**config.mk**
```make
export PLATFORM = sky130hd
export DESIGN_NAME = te_link_activator
export DESIGN_NICKNAME = d
export VERILOG_FILES = /design/src/rtl/te_link_pkg.sv /design/src/rtl/te_act_fsm.sv /design/src/rtl/te_tx_select.sv /design/src/rtl/te_status_mux.sv /design/src/rtl/te_link_activator.sv
export SDC_FILE = /design/constraint.sdc
export NUM_CORES = 1
export LEC_CHECK = 0
export BUFFER_PORTS_ARGS = -buffer_cell sky130_fd_sc_hd__buf_2
export CORE_AREA = 2 2 39 41
export CTS_CLUSTER_DIAMETER = 120
export DETAILED_ROUTE_END_ITERATION = 10
export DIE_AREA = 0 0 41 43
export GPL_ROUTABILITY_DRIVEN = 0
export SLEW_MARGIN = 20
export SYNTH_ARGS = -nofsm -noshare
export SYNTH_HDL_FRONTEND = slang
export SYNTH_SLANG_ARGS = --single-unit
export TNS_END_PERCENT = 30
```
**constraint.sdc**
```tcl
create_clock -name clk -period 1.17 [get_ports clk]
set_input_delay 0.0585 -clock clk [delete_from_list [all_inputs] [get_ports clk]]
set_output_delay 0.0585 -clock clk [all_outputs]
set_load 0.03 [all_outputs]
```
**src/rtl/te_link_pkg.sv**
```systemverilog
// Package: shared encodings for the terminal-side activation controller.
// Assumes: state and transmit codes are both two bits wide.
package te_link_pkg;

    localparam int STATE_W = 2;
    localparam int TXC_W   = 2;

    typedef enum logic [STATE_W-1:0] {
        LS_IDLE = 2'd0,
        LS_REQ  = 2'd1,
        LS_SYNC = 2'd2,
        LS_UP   = 2'd3
    } link_state_t;

    typedef enum logic [TXC_W-1:0] {
        TX_SILENT = 2'b00,
        TX_WAKE   = 2'b01,
        TX_DATA   = 2'b11
    } tx_code_t;

endpackage

```
**src/rtl/te_act_fsm.sv**
```systemverilog
// Module: te_act_fsm
// Tracks the four-state activation sequence of the terminal, one step per clock.
// Assumes: all inputs are synchronous to clk; deact_req has top priority.
module te_act_fsm
    import te_link_pkg::*;
(
    input  logic        clk,
    input  logic        rst_n,
    input  logic        act_req,
    input  logic        deact_req,
    input  logic        rx_sync,
    input  logic        rx_act_bit,
    output link_state_t state_q
);

    link_state_t state_d;

    // Next-state selection from current state and live indications.
    always_comb begin
        state_d = state_q;
        if (deact_req) begin
            state_d = LS_IDLE;
        end else begin
            unique case (state_q)
                LS_IDLE: if (act_req)                state_d = LS_REQ;
                LS_REQ:  if (rx_sync)                state_d = LS_SYNC;
                LS_SYNC: if (rx_sync && rx_act_bit)  state_d = LS_UP;
                LS_UP: begin
                    if (!rx_sync)                    state_d = LS_REQ;
                    else if (!rx_act_bit)            state_d = LS_SYNC;
                end
                default:                             state_d = LS_IDLE;
            endcase
        end
    end

    // State register with synchronous active-low reset.
    always_ff @(posedge clk) begin
        if (!rst_n) state_q <= LS_IDLE;
        else        state_q <= state_d;
    end

    AST_RESET_IDLE: assert property (@(posedge clk) !rst_n |=> state_q == LS_IDLE);
    AST_IDLE_EXIT: assert property (@(posedge clk) disable iff (!rst_n)
        (state_q == LS_IDLE && act_req && !deact_req) |=> state_q == LS_REQ);
    AST_REQ_SYNC: assert property (@(posedge clk) disable iff (!rst_n)
        (state_q == LS_REQ && rx_sync && !deact_req) |=> state_q == LS_SYNC);
    AST_SYNC_UP: assert property (@(posedge clk) disable iff (!rst_n)
        (state_q == LS_SYNC && rx_sync && rx_act_bit && !deact_req) |=> state_q == LS_UP);
    AST_UP_LOSS: assert property (@(posedge clk) disable iff (!rst_n)
        (state_q == LS_UP && !rx_sync && !deact_req) |=> state_q == LS_REQ);
    AST_DEACT_ANY: assert property (@(posedge clk) disable iff (!rst_n)
        deact_req |=> state_q == LS_IDLE);

endmodule

```
**src/rtl/te_tx_select.sv**
```systemverilog
// Module: te_tx_select
// Chooses the line signal once per frame from the activation state.
// Assumes: frame_strobe is a single-cycle pulse; state_q comes from te_act_fsm.
module te_tx_select
    import te_link_pkg::*;
(
    input  logic        clk,
    input  logic        rst_n,
    input  logic        frame_strobe,
    input  link_state_t state_q,
    input  logic        rx_sync,
    input  logic        bus_busy,
    output tx_code_t    tx_q
);

    tx_code_t tx_pick;

    // Map the state plus live indications to a transmit code.
    always_comb begin
        unique case (state_q)
            LS_IDLE: tx_pick = TX_SILENT;
            LS_REQ:  tx_pick = bus_busy ? TX_SILENT : TX_WAKE;
            LS_SYNC: tx_pick = rx_sync  ? TX_DATA   : TX_SILENT;
            LS_UP:   tx_pick = TX_DATA;
            default: tx_pick = TX_SILENT;
        endcase
    end

    // Load the chosen code only at a frame boundary.
    always_ff @(posedge clk) begin
        if (!rst_n)            tx_q <= TX_SILENT;
        else if (frame_strobe) tx_q <= tx_pick;
    end

    AST_TX_HOLD: assert property (@(posedge clk) disable iff (!rst_n)
        !frame_strobe |=> $stable(tx_q));
    AST_TX_IDLE_SILENT: assert property (@(posedge clk) disable iff (!rst_n)
        (frame_strobe && state_q == LS_IDLE) |=> tx_q == TX_SILENT);
    AST_TX_UP_DATA: assert property (@(posedge clk) disable iff (!rst_n)
        (frame_strobe && state_q == LS_UP) |=> tx_q == TX_DATA);

endmodule

```
**src/rtl/te_status_mux.sv**
```systemverilog
// Module: te_status_mux
// Holds the per-frame meaning of the shared status bit and drives the bit.
// Assumes: request bits may change at any cycle; meaning follows at the next strobe.
module te_status_mux (
    input  logic clk,
    input  logic rst_n,
    input  logic frame_strobe,
    input  logic act_req,
    input  logic deact_req,
    input  logic rx_sync,
    input  logic bus_busy,
    output logic sel_sync_q,
    output logic stat_bit
);

    // Latch the meaning selector at each frame boundary.
    always_ff @(posedge clk) begin
        if (!rst_n)            sel_sync_q <= 1'b0;
        else if (frame_strobe) sel_sync_q <= act_req & ~deact_req;
    end

    // Route sync or bus activity according to the held selector.
    always_comb begin
        stat_bit = sel_sync_q ? rx_sync : bus_busy;
    end

    AST_SEL_HOLD: assert property (@(posedge clk) disable iff (!rst_n)
        !frame_strobe |=> $stable(sel_sync_q));
    AST_SEL_DEACT: assert property (@(posedge clk) disable iff (!rst_n)
        (frame_strobe && deact_req) |=> !sel_sync_q);
    AST_SEL_RESET: assert property (@(posedge clk) !rst_n |=> !sel_sync_q);

endmodule

```
**src/rtl/te_link_activator.sv**
```systemverilog
// Module: te_link_activator (top)
// Terminal-side activation controller: state sequence, per-frame transmit choice
// and shared status bit. Assumes synchronous, glitch-free receiver indications.
module te_link_activator
    import te_link_pkg::*;
(
    input  logic               clk,
    input  logic               rst_n,
    input  logic               frame_strobe,
    input  logic               act_req,
    input  logic               deact_req,
    input  logic               rx_sync,
    input  logic               bus_busy,
    input  logic               rx_act_bit,
    output logic [TXC_W-1:0]   tx_info,
    output logic [STATE_W-1:0] link_state,
    output logic               stat_bit,
    output logic               stat_is_sync
);

    link_state_t state_w;
    tx_code_t    tx_w;

    te_act_fsm u_fsm (
        .clk        (clk),
        .rst_n      (rst_n),
        .act_req    (act_req),
        .deact_req  (deact_req),
        .rx_sync    (rx_sync),
        .rx_act_bit (rx_act_bit),
        .state_q    (state_w)
    );

    te_tx_select u_tx (
        .clk          (clk),
        .rst_n        (rst_n),
        .frame_strobe (frame_strobe),
        .state_q      (state_w),
        .rx_sync      (rx_sync),
        .bus_busy     (bus_busy),
        .tx_q         (tx_w)
    );

    te_status_mux u_stat (
        .clk          (clk),
        .rst_n        (rst_n),
        .frame_strobe (frame_strobe),
        .act_req      (act_req),
        .deact_req    (deact_req),
        .rx_sync      (rx_sync),
        .bus_busy     (bus_busy),
        .sel_sync_q   (stat_is_sync),
        .stat_bit     (stat_bit)
    );

    // Present internal enums as plain vectors at the boundary.
    always_comb begin
        tx_info    = tx_w;
        link_state = state_w;
    end

endmodule

```
# ---- After elaboration in Yosys (flattened, before gate mapping)
# Index checks and enable logic that the tools add are counted.
# W data, S select, Z words.
dict set report totals {
  ramBits 0
  elab_cells 27
  latch_bits 0
  output_inout_bits 6
  input_bits 8
  mem_count 0
  mem_bits_ro 0
  regBits 5
}
dict set report classes {
  n_shift 0
  n_addsub 0
  n_reduce_logical 4
  magnitude_cmp 0
  n_mul 0
  bitwise 3
  n_div 0
  n_mux 10
  eq_ne 7
}
# cell n
set ops {}
lappend ops {{$pmux W2 S4} 2}
lappend ops {{$mux W2} 6}
lappend ops {{$eq A2 B2 Y1 const B} 2}
lappend ops {{$ne A2 B2 Y1 const B} 2}
lappend ops {{$reduce_and A4 Y1} 1}
lappend ops {{$ne A3 B3 Y1 const B} 1}
lappend ops {{$eq A2 B1 Y1 const B} 1}
lappend ops {{$logic_not A2 Y1} 1}
lappend ops {{$mux W1} 2}
lappend ops {{$ne A2 B1 Y1 const B} 1}
lappend ops {{$not A1 Y1} 2}
lappend ops {{$reduce_or A2 Y1} 1}
lappend ops {{$and A1 B1 Y1} 1}
lappend ops {{$logic_and A1 B1 Y1} 1}

# ---- Logic depth before layout (Yosys ltp)
# Gate-level depths: netlist of run 1.
dict set report logic_depth {
  depth_word 3
  ltp_mapped 3
  mapped_depth_nobuf 3
}

# ---- By module
# A second synthesis of run 1 with hierarchy kept.
dict set report hier_totals {
  hier_cells 24
  hier_area_um2 232.7
}
# mod area_per_inst_um2 cells_per_inst n_inst
set modules_own_cells {}
lappend modules_own_cells {te_tx_select 90.1 10 1}
lappend modules_own_cells {te_act_fsm 87.6 9 1}
lappend modules_own_cells {te_status_mux 55.1 5 1}

# ---- Least setup slack after synthesis of run 1
# No wires, ideal clock.
dict set report synth_timing {
  path_kind {reg2reg}
  from {register u_fsm.state_q[0]}
  to {register u_tx.tx_q[0]}
  required_ps 1100
  t_arrival_ps 980
  period_less_slack_ps 1050
  setup_slack_ps 120
  path_stages_with_launch 4
  cell_sequence {dfxtp_1 nor2b_1 o221ai_1 a21boi_1}
}
dict set report synth_between {
  elab_chain_len 2
  elab_cells_between_ends 5
}
# item line
set synth_rtl {}
lappend synth_rtl {{start: declaration} te_act_fsm.sv:13} ;# output link_state_t state_q
lappend synth_rtl {{start signal: assignment} te_act_fsm.sv:40} ;# else state_q <= state_d;
lappend synth_rtl {{$eq A2 B2 Y1, or another cell as far along} te_tx_select.sv:20} ;# unique case (state_q)
lappend synth_rtl {{$pmux W2 S4 *} te_tx_select.sv:20}
lappend synth_rtl {{end signal: assignment} te_tx_select.sv:32} ;# else if (frame_strobe) tx_q <= tx_pick;
lappend synth_rtl {{end: declaration} te_tx_select.sv:13} ;# output tx_code_t tx_q
# Every way passes the cells marked *; elsewhere a longest branch is shown, timed or not.
# A chain may end at the register's enable or synchronous reset.

# ---- Worst setup path after layout of run 1
dict set report layout_timing {
  from {register u_stat.sel_sync_q}
  to {output stat_bit}
}
dict set report layout_between {
  elab_chain_len 1
}
# item line
set layout_rtl {}
lappend layout_rtl {{start: declaration} te_status_mux.sv:12} ;# output logic sel_sync_q,
lappend layout_rtl {{start signal: assignment} te_status_mux.sv:19} ;# else if (frame_strobe) sel_sync_q <= act_req & ~deact_req;
lappend layout_rtl {{$mux W1} te_status_mux.sv:24} ;# stat_bit = sel_sync_q ? rx_sync : bus_busy;
lappend layout_rtl {{end: declaration} te_link_activator.sv:17} ;# output logic stat_bit,
# No other way between the ends.

==> results of run 1 <==
## layout by cell type (no fill, tap or decap), drive strengths merged
master / count
a21oi: 1
a21boi: 2
nand2b: 4
clkbuf: 4
nor2: 2
nor2b: 1
mux2: 1
a32oi: 1
nand2: 1
o211ai: 1
and2: 1
o221ai: 1
dfxtp: 5
mux2i: 1
inv: 1
o22ai: 1
buf: 13
## cells by family after synthesis
family          Yosys count  share of synthesized area (%)
simple gates              9                           21.7
compound gates            7                           22.8
buf+inv                   1                           1.67
flops                     5                           44.4
mux                       2                           9.44
## power by group
group | internal [W] | switching, W | total [W]
Clock | 0.000129 | 0.0000669 | 0.000196
Sequential | 0.000175 | 0.00000464 | 0.000180
Combinational | 0.0000257 | 0.0000305 | 0.0000562
## state kept, by name, summed over array words and instances, names as in the netlist
name / count
u_fsm.state_q: 2
u_stat.sel_sync_q: 1
u_tx.tx_q: 2
## synth_stat cells
| library cell | n | area [sq um] |
|---|---|---|
| a32oi_1 | 1 | 8.76 |
| dfxtp_1 | 5 | 100 |
| nand2b_1 | 4 | 25.0 |
| mux2_2 | 1 | 11.3 |
| o22ai_1 | 1 | 6.26 |
| mux2i_1 | 1 | 10.0 |
| a21oi_1 | 1 | 5.00 |
| a21boi_0 | 1 | 7.51 |
| inv_1 | 1 | 3.75 |
| nor2_1 | 2 | 7.51 |
| o221ai_1 | 1 | 8.76 |
| nand2_1 | 1 | 3.75 |
| a21boi_1 | 1 | 7.51 |
| o211ai_1 | 1 | 7.51 |
| nor2b_1 | 1 | 6.26 |
| and2_1 | 1 | 6.26 |
## through the flow
step / hold slack, ns / instance area (sq um) / util, % / std cells / total power [W]
finish: 0.0700 / 340 / 24.6 / 57 / 0.000432
global route: 0.0603 / 340 / 24.6 / 57 / 0.000462
CTS: 0.0608 / 337 / 24.3 / 57 / 0.000441
detailed placement: 0.312 / 310 / 22.4 / 53 / 0.000238
global placement: 0.307 / 310 / 22.4 / 53 / 0.000238
floorplan: 0.180 / 225 / - / 24 / 0.000212
## worst max-delay path: stages (launching register included)
cell     delay (ns)
dfxtp_2        0.33
mux2_2         0.32
buf_4          0.17
## layout make-up
type / instances / area (sq um) / share of cell area (%)
Clock buffer: 4 / 26.3 / 7.72
Inverter: 1 / 3.75 / 1.10
Multi-Input combinational cell: 18 / 121 / 35.7
Sequential cell: 5 / 101 / 29.8
Tap cell: 16 / 20.0 / 5.88
Timing Repair Buffer: 13 / 67.6 / 19.9
## worst max-delay path by stage
stage	endpoint
3_3_place_gp	stat_bit
4_1_cts	stat_bit
3_5_place_dp	stat_bit
5_1_grt	stat_bit
6_report	stat_bit
2_1_floorplan	u_tx.tx_q[0]
## repair_timing
item	4_1_cts	5_1_grt
buffers inserted	0	0
setup endpoints to repair	0	1
hold buffers	0	0
resized for setup	0	3
## per-layer routing
| metal | routed length, um | part of all wire, % | GRT usage [%] | vias up |
|---|---|---|---|---|
| li1 | - | - | - | 121 |
| met1 | 219 | 43 | 5.47 | 101 |
| met2 | 234 | 46 | 8.13 | 9 |
| met3 | 58 | 11 | 4.71 | 0 |
| met4 | 0 | 0 | 8.00 | 0 |
| met5 | 0 | 0 | 0 | - |
==> results.md, run 1 <==
Outcome:
- The run finished with clean final reports.

STA:
- The max-slew headroom at the worst pin is 86.2%.
- At the pin with the least slew margin, the transition time is between 0.2 and 0.25 ns.
- Clock skew on the completed layout was measured at around 0.00099 ns.
- The final critical path takes up a little over nine tenths of the cycle.
- Across all setup checks in the final design, the least slack found is 0.0524 ns.
- For this run, the top clock speed supported by timing is slightly below 900 MHz.
- The number of hold-slack violations in the final timing report is 0.
- The sum of negative setup slack is 0 ns.
- The worst path in the final design needs a cycle of roughly 1.1 ns, including I/O delays and setup.
- The number of setup violations in the final report is 0.
- The number of pins with negative max-slew slack in the final report was 0.
- Setup repair after global routing left no endpoint under its margin.

Clock network:
- The longest clock path from root to sink contains 2 buffers.
- The CTS tree is yes.
- For this design, the sink count on the clock tree is 5.
- The later pin in the worst-skew pair is clocked with a latency of between 0.2 and 0.25 ns.
- The number of buffers added by the clock tree synthesis step is 3.
- In this run the number of H-tree levels came out at 1.
- Clock-pin slew was measured on the worst setup and hold paths at about 0.040 ns.
- The cell chosen for the clock root is clkbuf_4.

Die:
- Once the floorplan was initialized, standard cells occupied 16.3% of the core.
- The die covers between 1500 and 2000 sq um.
- The boundary pin count is 14.
- In this run the core area contains 14 standard-cell rows.
- The placeable core region is between 1000 and 1500 sq um.
- The die is roughly 43 um tall.
- The overall die width is between 40 and 50 um.

Drt:
- The violation count after the first detailed-route iteration is 2.
- The detailed-route wire length is around 510 um.
- The number of vias per cell after detailed routing is 4.05.
- The average wire per cell in the routed design is between 8 and 9 um.
- For this run, design rule violations remaining after detail routing come to 0.
- For this run, the detailed router's first-pass iteration total came to 2.
- In this run the remaining antenna-violating nets after routing total 0.
- Detailed routing inserted a total of between 200 and 250 vias.

Place:
- Once detailed placement completed, the half-perimeter wirelength came to roughly 420 um.
- Buffers placed on the I/O ports in this run total 13.
- Timing analysis after detailed placement gives a worst setup slack of 0.264 ns.

Setup path:
- The critical path startpoint category is a flop.
- The critical path class is flop to output pin.
- The register-to-register setup slack is between 0.2 and 0.3 ns.
- Data arrives at the worst endpoint at between 1 and 1.5 ns.
- The beginning of the worst register-to-register path is u_fsm.state_q[0].
- The critical path starts at u_stat.sel_sync_q.
- The type of element capturing the critical path is an output pin.
- The number of cells on the worst reg-to-reg path is 3.
- In this run the worst path has a maximum fanout of 3.
- STA puts the critical path data required time at about 1.1 ns.
- In this run the critical register-to-register path is captured at u_tx.tx_q[0].

Global routing:
- The wire length of the first global-routing pass is roughly 660 um.
- The via count of the first global-routing pass is 190.
- The total global-route track usage is under 10%.
- The maximum number of pins on one net before global-route repair is 8.
- The initial antenna violation count is 0.
- The aggregate global routing overflow is 0.

Synth:
- The flip-flop and latch count after synthesis is 5.
- The post-synthesis instance area is around 230 sq um.
- For this run, the register share of the synthesized area comes to 44.4%.
- The average instance in the mapped netlist occupies between 9 and 10 sq um.
- The Yosys step of the flow raised 0 warnings.
- The instance count of the mapped netlist is 24.
- The synthesized net count is 32.
- Counting distinct cell types in the post-synthesis netlist gives 16.

Layout:
- The fraction of final layout cells sized beyond drive strength 1 is around 44%.
- The synthesis-to-finish area growth is 51.1%.
- For this run, the post-layout net count is 50.
- The layout has between 150 and 200 filler cells.
- The repair_antennas step left the layout with diodes totalling 0.

Job:
- The number of maximum-capacitance constraint violations is 0.

Pwr:
- The worst-case IR drop observed on VDD is 0.389 mV.
- The total power density per cell area is about 1300 nW/um^2.
- For this design the static power due to leakage is 0.147 nW.

Min path:
- The endpoint of the worst hold path is u_stat.sel_sync_q.
- Along the worst hold path, the cell count comes to 2.
- In this run the most critical hold path is launched from rst_n.
- The worst hold path belongs to the class primary input to flop.
(Power assumes the default switching activity.)
==> run 2, diff against run 1 <==
- GPL_TIMING_DRIVEN: not set -> 0
==> run 2 against run 1 <==
  * Critical path depth did not move
  * Core utilization rose by 0.54 points
  * Register-to-register slack got worse by 0.02 ns
  * Global-route usage rose by 1.0 points
  * Via count rose by 4.8%
  * Final cell count rose by 1.8%
  * Flip-flop and latch count did not move
  * Critical endpoint unchanged
  * Largest cell class unchanged
==> results.md, run 2 (synthesized netlist as in run 1, its figures left out) <==
Outcome:
- The run finished with clean final reports.

Drt:
- The detailed-route wire length came to 561 um (+9.8%).
- The violation count after the first detailed-route iteration is 4 (+2).
- The first-pass iteration count of the detailed router is 2 (unchanged).
- The number of vias per cell after detailed routing is 4.17 (+3.0%).
- The average wire per cell in the routed design came to 9.67 um (+7.9%).
- The overall via count from detail_route came to 242 (+4.8%).
- The antenna violation net count after detailed routing is 0 (unchanged).
- The DRC violations left was 0 (unchanged).

Pwr:
- The sequential share of power was 40.2% (-1.5 points).
- The switching share of power is 25.9% (+2.3 points).
- The maximum resistive drop on vdd is 0.310 mV (-20%).
- The total power density per cell area is 1290 nW/um^2 (+1.5%).
- The switching power is 0.000116 W (+14%).
- The power share of the combinational group came to 13.1% (about the same).
- The clock group share of total power is 46.7% (+1.4 points).
- The leakage power summed over all cells is 0.152 nW (+3.6%).
- The post-layout total power came to 0.000448 W (+3.8%).
- The internal power component is 0.000332 W (+0.63%).

Setup path:
- The arrival time at the worst endpoint is 1.07 ns (about the same).
- The largest fanout on the critical path came to 2 (-1).
- The type of element capturing the critical path is an output pin.
- The required time of the worst setup path came to 1.11 ns (about the same).
- The critical path in this run is classified as flop to output pin.
- STA classifies the critical path startpoint as a flop.

Global routing:
- The maximum number of pins on one net before global-route repair came to 8 (unchanged).
- The wire length of the first global-routing pass is 765 um (+17%).
- The aggregate global routing overflow is 0 (unchanged).
- The via count of the first global-routing pass was 210 (+11%).
- The total global-route track usage is 7.43% (+1.0 points).
- The initial antenna violation count came to 0 (unchanged).

STA:
- The final critical delay including setup and external delays was 1.13 ns (+0.00952 ns).
- Setup repair after global routing left no endpoint under its margin.
- The max-slew headroom at the worst pin is 84.9% (-1.3 points).
- The number of pins with negative max-slew slack in the final report is 0 (unchanged).
- The sum of negative setup slack is 0 ns (unchanged).
- The number of setup violations in the final report was 0 (unchanged).
- The fmax is 887 MHz (-0.84%).
- The clock skew is 0.00597 ns (+0.00498 ns).
- The post-route fraction of the period consumed by the critical path is 96.3% (+0.81 points).
- The number of hold-slack violations in the final timing report is 0 (unchanged).
- The slew of the pin with the lowest slew margin is 0.226 ns (+0.0199 ns).

Job:
- The number of maximum-capacitance constraint violations is 0 (unchanged).

Clock network:
- The clock tree buffer depth was 2 (unchanged).
- The clock-pin slew reported for the worst setup and hold paths after clock tree synthesis is 0.05 ns (about the same).
- The number of buffers added by the clock tree synthesis step was 3 (unchanged).
- The maximum level of the CTS H-tree was 1 (unchanged).
- The clock latency reported for the late side of the worst-skew pair is 0.25 ns (about the same).
- TritonCTS built the clock tree.
- The number of buffers added to fix hold violations after cts is 0 (unchanged).
- The cell chosen for the clock root is clkbuf_4.
- The total clock sinks was 5 (unchanged).

Die:
- The vertical die dimension is 43 um (unchanged).
- The overall die width is 41 um (unchanged).
- The initial core utilization came to 16.3% (unchanged).
- The placeable core region is 1380 sq um (unchanged).
- The boundary pin count is 14 (unchanged).
- The area of the die came to 1760 sq um (unchanged).
- The number of cell rows came to 14 (unchanged).

Layout:
- In the final layout, the registers with the most flip-flops are u_fsm.state_q: 2 flops, u_tx.tx_q: 2 flops, u_stat.sel_sync_q: 1 flops.
- The number of inserted filler cells in the final layout is 162 (+4.5%).
- The total inserted antenna cells is 0 (unchanged).
- The synthesis-to-finish area growth is 54.4%.
- The area of the multi-input gates came to 121 sq um (unchanged).
- The library cell used most frequently in the layout, excluding fill and tap cells, is buf_2.
- The top cell types in the final layout, fill and taps aside, are buf_2, nand2b_1, dfxtp_1.
- The fraction of final layout cells sized beyond drive strength 1 is 45.2% (+1.3 points).
- The register cell area after layout is 101 sq um (unchanged).
- The net total in the final layout is 51 (+2.0%).

Place:
- The count of buffers inserted at the top-level ports is 13 (unchanged).
- The half-perimeter wire length after detailed placement is 416 um (-1.3%).

Min path:
- The worst min-delay path class is primary input to flop.
-- run 2: worst paths after layout --
kind / startpoint / to / slack [ns] / cells after the start
setup / recovery: u_stat.sel_sync_q / stat_bit / 0.04 / 2
hold / removal: rst_n / u_stat.sel_sync_q / 0.05 / 2
setup reg to reg: u_fsm.state_q[0] / u_tx.tx_q[0] / 0.25 / 3
hold reg to reg: u_tx.tx_q[0] / u_tx.tx_q[0] / 0.47 / 2
-- run 2: worst max-delay path, stage by stage (launching register included) --
cell and delay, ns:
dfxtp_2 0.33, mux2_2 0.32, buf_4 0.17
-- run 2: per-layer routing --
layer / vias to the layer above / global-route usage [%] / share of wire (%)
met2: 11 / 9.06 / 41
met3: 4 / 4.71 / 9.4
met5: - / 0 / 0
met4: 0 / 10.0 / 4.8
li1: 121 / - / -
met1: 106 / 6.75 / 44
-- run 2: layout make-up --
cell class	count	share of cell area, %
flip-flops and latches	5	29.1
well taps	16	5.76
clock buffers	4	7.55
repair buffers	14	21.6
inverters	1	1.08
multi-input cells	18	34.9
-- run 2: timing repair --
item / CTS / global route
buffers inserted: 0 / 1
setup endpoints to repair: 1 / 1
resized for setup: 1 / 2
cloned: 0 / 0
hold endpoints to repair: 0 / 0
-- run 2: stage by stage --
step                setup slack, ns  instance area (sq um)  std cells  hold WS, ns  util, %
floorplan                     0.120                    225         24        0.180        -
global placement              0.265                    310         53        0.306     22.4
detailed placement            0.254                    310         53        0.311     22.4
CTS                          0.0221                    338         57       0.0540     24.4
global route                 0.0218                    348         58       0.0880     25.1
finish                       0.0429                    348         58       0.0492     25.1
-- run 2: power groups by stage --
stage	clock network [W]	logic, W	registers (W)
after floorplan	0	0.0000216	0.000191
after global placement	0	0.0000540	0.000183
after detailed placement	0	0.0000555	0.000183
after CTS	0.000211	0.0000558	0.000180
after global routing	0.000217	0.0000638	0.000180
final	0.000209	0.0000589	0.000180
==> run 3, diff against run 2 <==
- SLEW_MARGIN: 20 -> 5
- SYNTH_HIERARCHICAL: not set -> 1
==> run 3 against run 2 <==
  * Synthesized cell count did not move
  * Critical path depth did not move
  * Core utilization fell by 0.18 points
  * Largest cell class unchanged
  * Clock skew fell by 0.0055 ns
  * Worst hold slack improved by 0.028 ns
  * Non-clock buffer count fell by 1
  * Global-route usage fell by 0.20 points
  * Via count rose by 0.83%
  * First-iteration DRC count fell by 75%
  * Sequential share of layout area rose by 0.21 points
  * Clock power fell by 5%
  * Critical endpoint unchanged
  * Highest routed layer is now met3
  * Power fell by 2.8%
==> results.md, run 3 <==
Clock network:
- The CTS tree is yes.
- The total clock sinks is 5 (unchanged).
- The maximum level of the CTS H-tree is 1 (unchanged).
- The number of buffers added by the clock tree synthesis step is 3 (unchanged).
- The number of buffers added to fix hold violations after cts is 0 (unchanged).
- The cell chosen for the clock root is clkbuf_4.
- The clock tree buffer depth is 2 (unchanged).
- The clock latency reported for the late side of the worst-skew pair is 0.24 ns (about the same).
- The clock-pin slew reported for the worst setup and hold paths after clock tree synthesis is 0.04 ns (about the same).

Die:
- The area of the die is 1760 sq um (unchanged).
- The boundary pin count is 14 (unchanged).
- The initial core utilization is 16.8% (+0.54 points).
- The number of cell rows is 14 (unchanged).
- The overall die width is 41 um (unchanged).
- The vertical die dimension was 43 um (unchanged).
- The placeable core region is 1380 sq um (unchanged).

Layout:
- The total inserted antenna cells is 0 (unchanged).
- In the layout the commonest cells are buf_2, dfxtp_1, clkbuf_4.
- The library cell used most frequently in the layout, excluding fill and tap cells, is buf_2.
- The count of placed standard cells in the final layout, fillers left out was 57 (-1.7%).
- Relative to the synthesized area, the layout overhead comes to 48.4%.
- The fraction of the core area covered by cells at the end of the flow was 25.0% (-0.18 points).
- In the final layout, the registers with the most flip-flops are u_fsm/state_q: 2 flops, u_tx/tx_q: 2 flops, u_stat/sel_sync_q: 1 flops.
- The fraction of final layout cells sized beyond drive strength 1 is 43.9% (-1.3 points).
- The final instance area is 345 sq um (-0.72%).
- The net total in the final layout is 50 (-2.0%).

Synth:
- By count the netlist is led by dfxtp_1, nand2b_1, nand3b_1, o211ai_1.
- The mean post-synth cell area was 9.70 sq um (+3.3%).
- The flip-flop and latch count after synthesis came to 5 (unchanged).
- By area the synthesized netlist is led by dfxtp_1, mux2_4, nand3b_1, o211ai_1, nand2b_1.
- The post-synthesis instance area is 233 sq um (+3.3%).
- The share of async-settable or async-resettable flops after synthesis was 0% (unchanged).
- For this run, the leading register cell type out of synthesis is dfxtp_1.
- The instance count of the mapped netlist was 24 (unchanged).
- The leading area contributor after synthesis is dfxtp_1.
- The sequential area share after synthesis was 43.0% (-1.4 points).
- dfxtp_1 is the most common cell in the netlist.
- The number of distinct library cell variants in the gate-level netlist after synthesis is 17 (+1).
- The number of enable flip-flop cells after synthesis is 0 (unchanged).
- The synthesized net count is 32 (unchanged).
- The fraction of synthesized cell area taken by the top area cell type is 43.0% (-1.4 points).
- The warning count from the yosys run came to 6 (+6).

Drt:
- The average wire per cell in the routed design is 8.74 um (-9.7%).
- The DRC violations left is 0 (unchanged).
- The antenna violation net count after detailed routing came to 0 (unchanged).
- The first-pass iteration count of the detailed router came to 4 (+2).
- The overall via count from detail_route was 244 (+0.83%).
- The violation count after the first detailed-route iteration came to 1 (-3).
- The number of vias per cell after detailed routing is 4.28 (+2.6%).
- The detailed-route wire length was 498 um (-11%).

Global routing:
- The wire length of the first global-routing pass came to 807 um (+5.5%).
- The initial antenna violation count was 0 (unchanged).
- The via count of the first global-routing pass came to 214 (+1.9%).
- The maximum number of pins on one net before global-route repair is 8 (unchanged).
- The aggregate global routing overflow is 0 (unchanged).
- The total global-route track usage was 7.23% (-0.20 points).

STA:
- The post-route fraction of the period consumed by the critical path came to 94.2% (-2.2 points).
- The slew of the pin with the lowest slew margin is 0.208 ns (-0.0183 ns).
- The final critical delay including setup and external delays is 1.10 ns (-0.0255 ns).
- The fmax came to 908 MHz (+2.3%).
- The max-slew headroom at the worst pin came to 86.1% (+1.2 points).
- The sum of negative setup slack came to 0 ns (unchanged).
- The number of setup violations in the final report is 0 (unchanged).
- Setup repair after global routing left no endpoint under its margin.
- The clock skew is 0.000471 ns (-0.00549 ns).
- The number of pins with negative max-slew slack in the final report is 0 (unchanged).
- The number of hold-slack violations in the final timing report is 0 (unchanged).

Place:
- The number of placed instances with taps included was 53 (unchanged).
- The post-placement cell area is 318 sq um (+2.4%).
- The count of buffers inserted at the top-level ports was 13 (unchanged).

Pwr:
- The total power density per cell area is 1260 nW/um^2 (-2.1%).
- The post-layout total power was 0.000436 W (-2.8%).
- The maximum resistive drop on vdd is 0.309 mV (-0.24%).
- The leakage power summed over all cells came to 0.157 nW (+3.1%).

Outcome:
- The run finished with clean final reports.

Setup path:
- The largest fanout on the critical path came to 3 (+1).
- The arrival time at the worst endpoint is 1.04 ns (-0.03 ns).
- The standard cell with the maximum stage delay on the critical path is dfxtp_2.
- The worst setup path is captured at an output pin.
- By startpoint and endpoint, the worst setup path is classified as flop to output pin.
- The worst setup path is launched from a flop.
- The stage delay of the slowest cell on the critical path was 0.34 ns (about the same).
- Traced cell by cell, the critical path runs through mux2_4 > buf_2.
- The required time of the worst setup path is 1.11 ns (about the same).

Min path:
- The worst min-delay path class is primary input to flop.

Job:
- The number of maximum-capacitance constraint violations is 0 (unchanged).
[run 3: path summary, 6_finish.rpt]
path | from | endpoint | slack [ns] | cells past startpoint
min reg2reg | u_tx/tx_q[1] | u_tx/tx_q[1] | 0.47 | 2
max reg2reg | u_fsm/state_q[0] | u_fsm/state_q[0] | 0.22 | 2
min | deact_req | u_stat/sel_sync_q | 0.08 | 3
max | u_stat/sel_sync_q | stat_bit | 0.07 | 2
[run 3: metrics by stage]
| stage | setup slack [ns] | hold WS [ns] |
|---|---|---|
| 2_1_floorplan | 0.120 | 0.198 |
| 3_3_place_gp | 0.220 | 0.331 |
| 5_1_grt | 0.0211 | 0.0946 |
| 4_1_cts | 0.0249 | 0.0804 |
| 6_report | 0.0684 | 0.0768 |
| 3_5_place_dp | 0.221 | 0.334 |
[run 3: per-layer routing]
layer / vias up / routed length (um) / GRT usage [%] / part of all wire [%]
met5: - / 0 / 0 / 0
met1: 111 / 218 / 8.36 / 44
li1: 125 / - / - / -
met4: 0 / 0 / 6.00 / 0
met3: 0 / 56 / 4.71 / 11
met2: 8 / 224 / 8.75 / 45
[run 3: area by class of cell]
class,instances,area [sq um]
tap,16,20.0
sequential,5,101
inverter,1,3.75
clock buffer,4,26.3
timing repair buffer,13,65.1
multi-input combinational,18,129
fill,164,1040
[run 3: power breakdown]
group / leakage (nW) / total [W] / switching [W] / internal (W)
clock network: 0.0150 / 0.000199 / 0.0000701 / 0.000129
registers: 0.0410 / 0.000180 / 0.00000494 / 0.000175
logic: 0.101 / 0.0000562 / 0.0000304 / 0.0000258
[run 3: kinds of logic after synthesis]
logic type / count (synthesis) / synth area share, %
AOI/OAI and AO/OA: 6 / 16.7
muxes: 2 / 10.8
and+or+nand+nor: 10 / 28.0
buffers and inverters: 1 / 1.61
DFF: 5 / 43.0
[run 3: critical path, delay by kind of cell (launching register included)]
kind,cells,cell delay (ns)
muxes,1,0.29
DFF,1,0.34
buffers and inverters,1,0.17
[run 3: repair_timing]
item	4_1_cts	5_1_grt
setup endpoints to repair	0	1
setup buffers	0	0
resized for setup	0	1
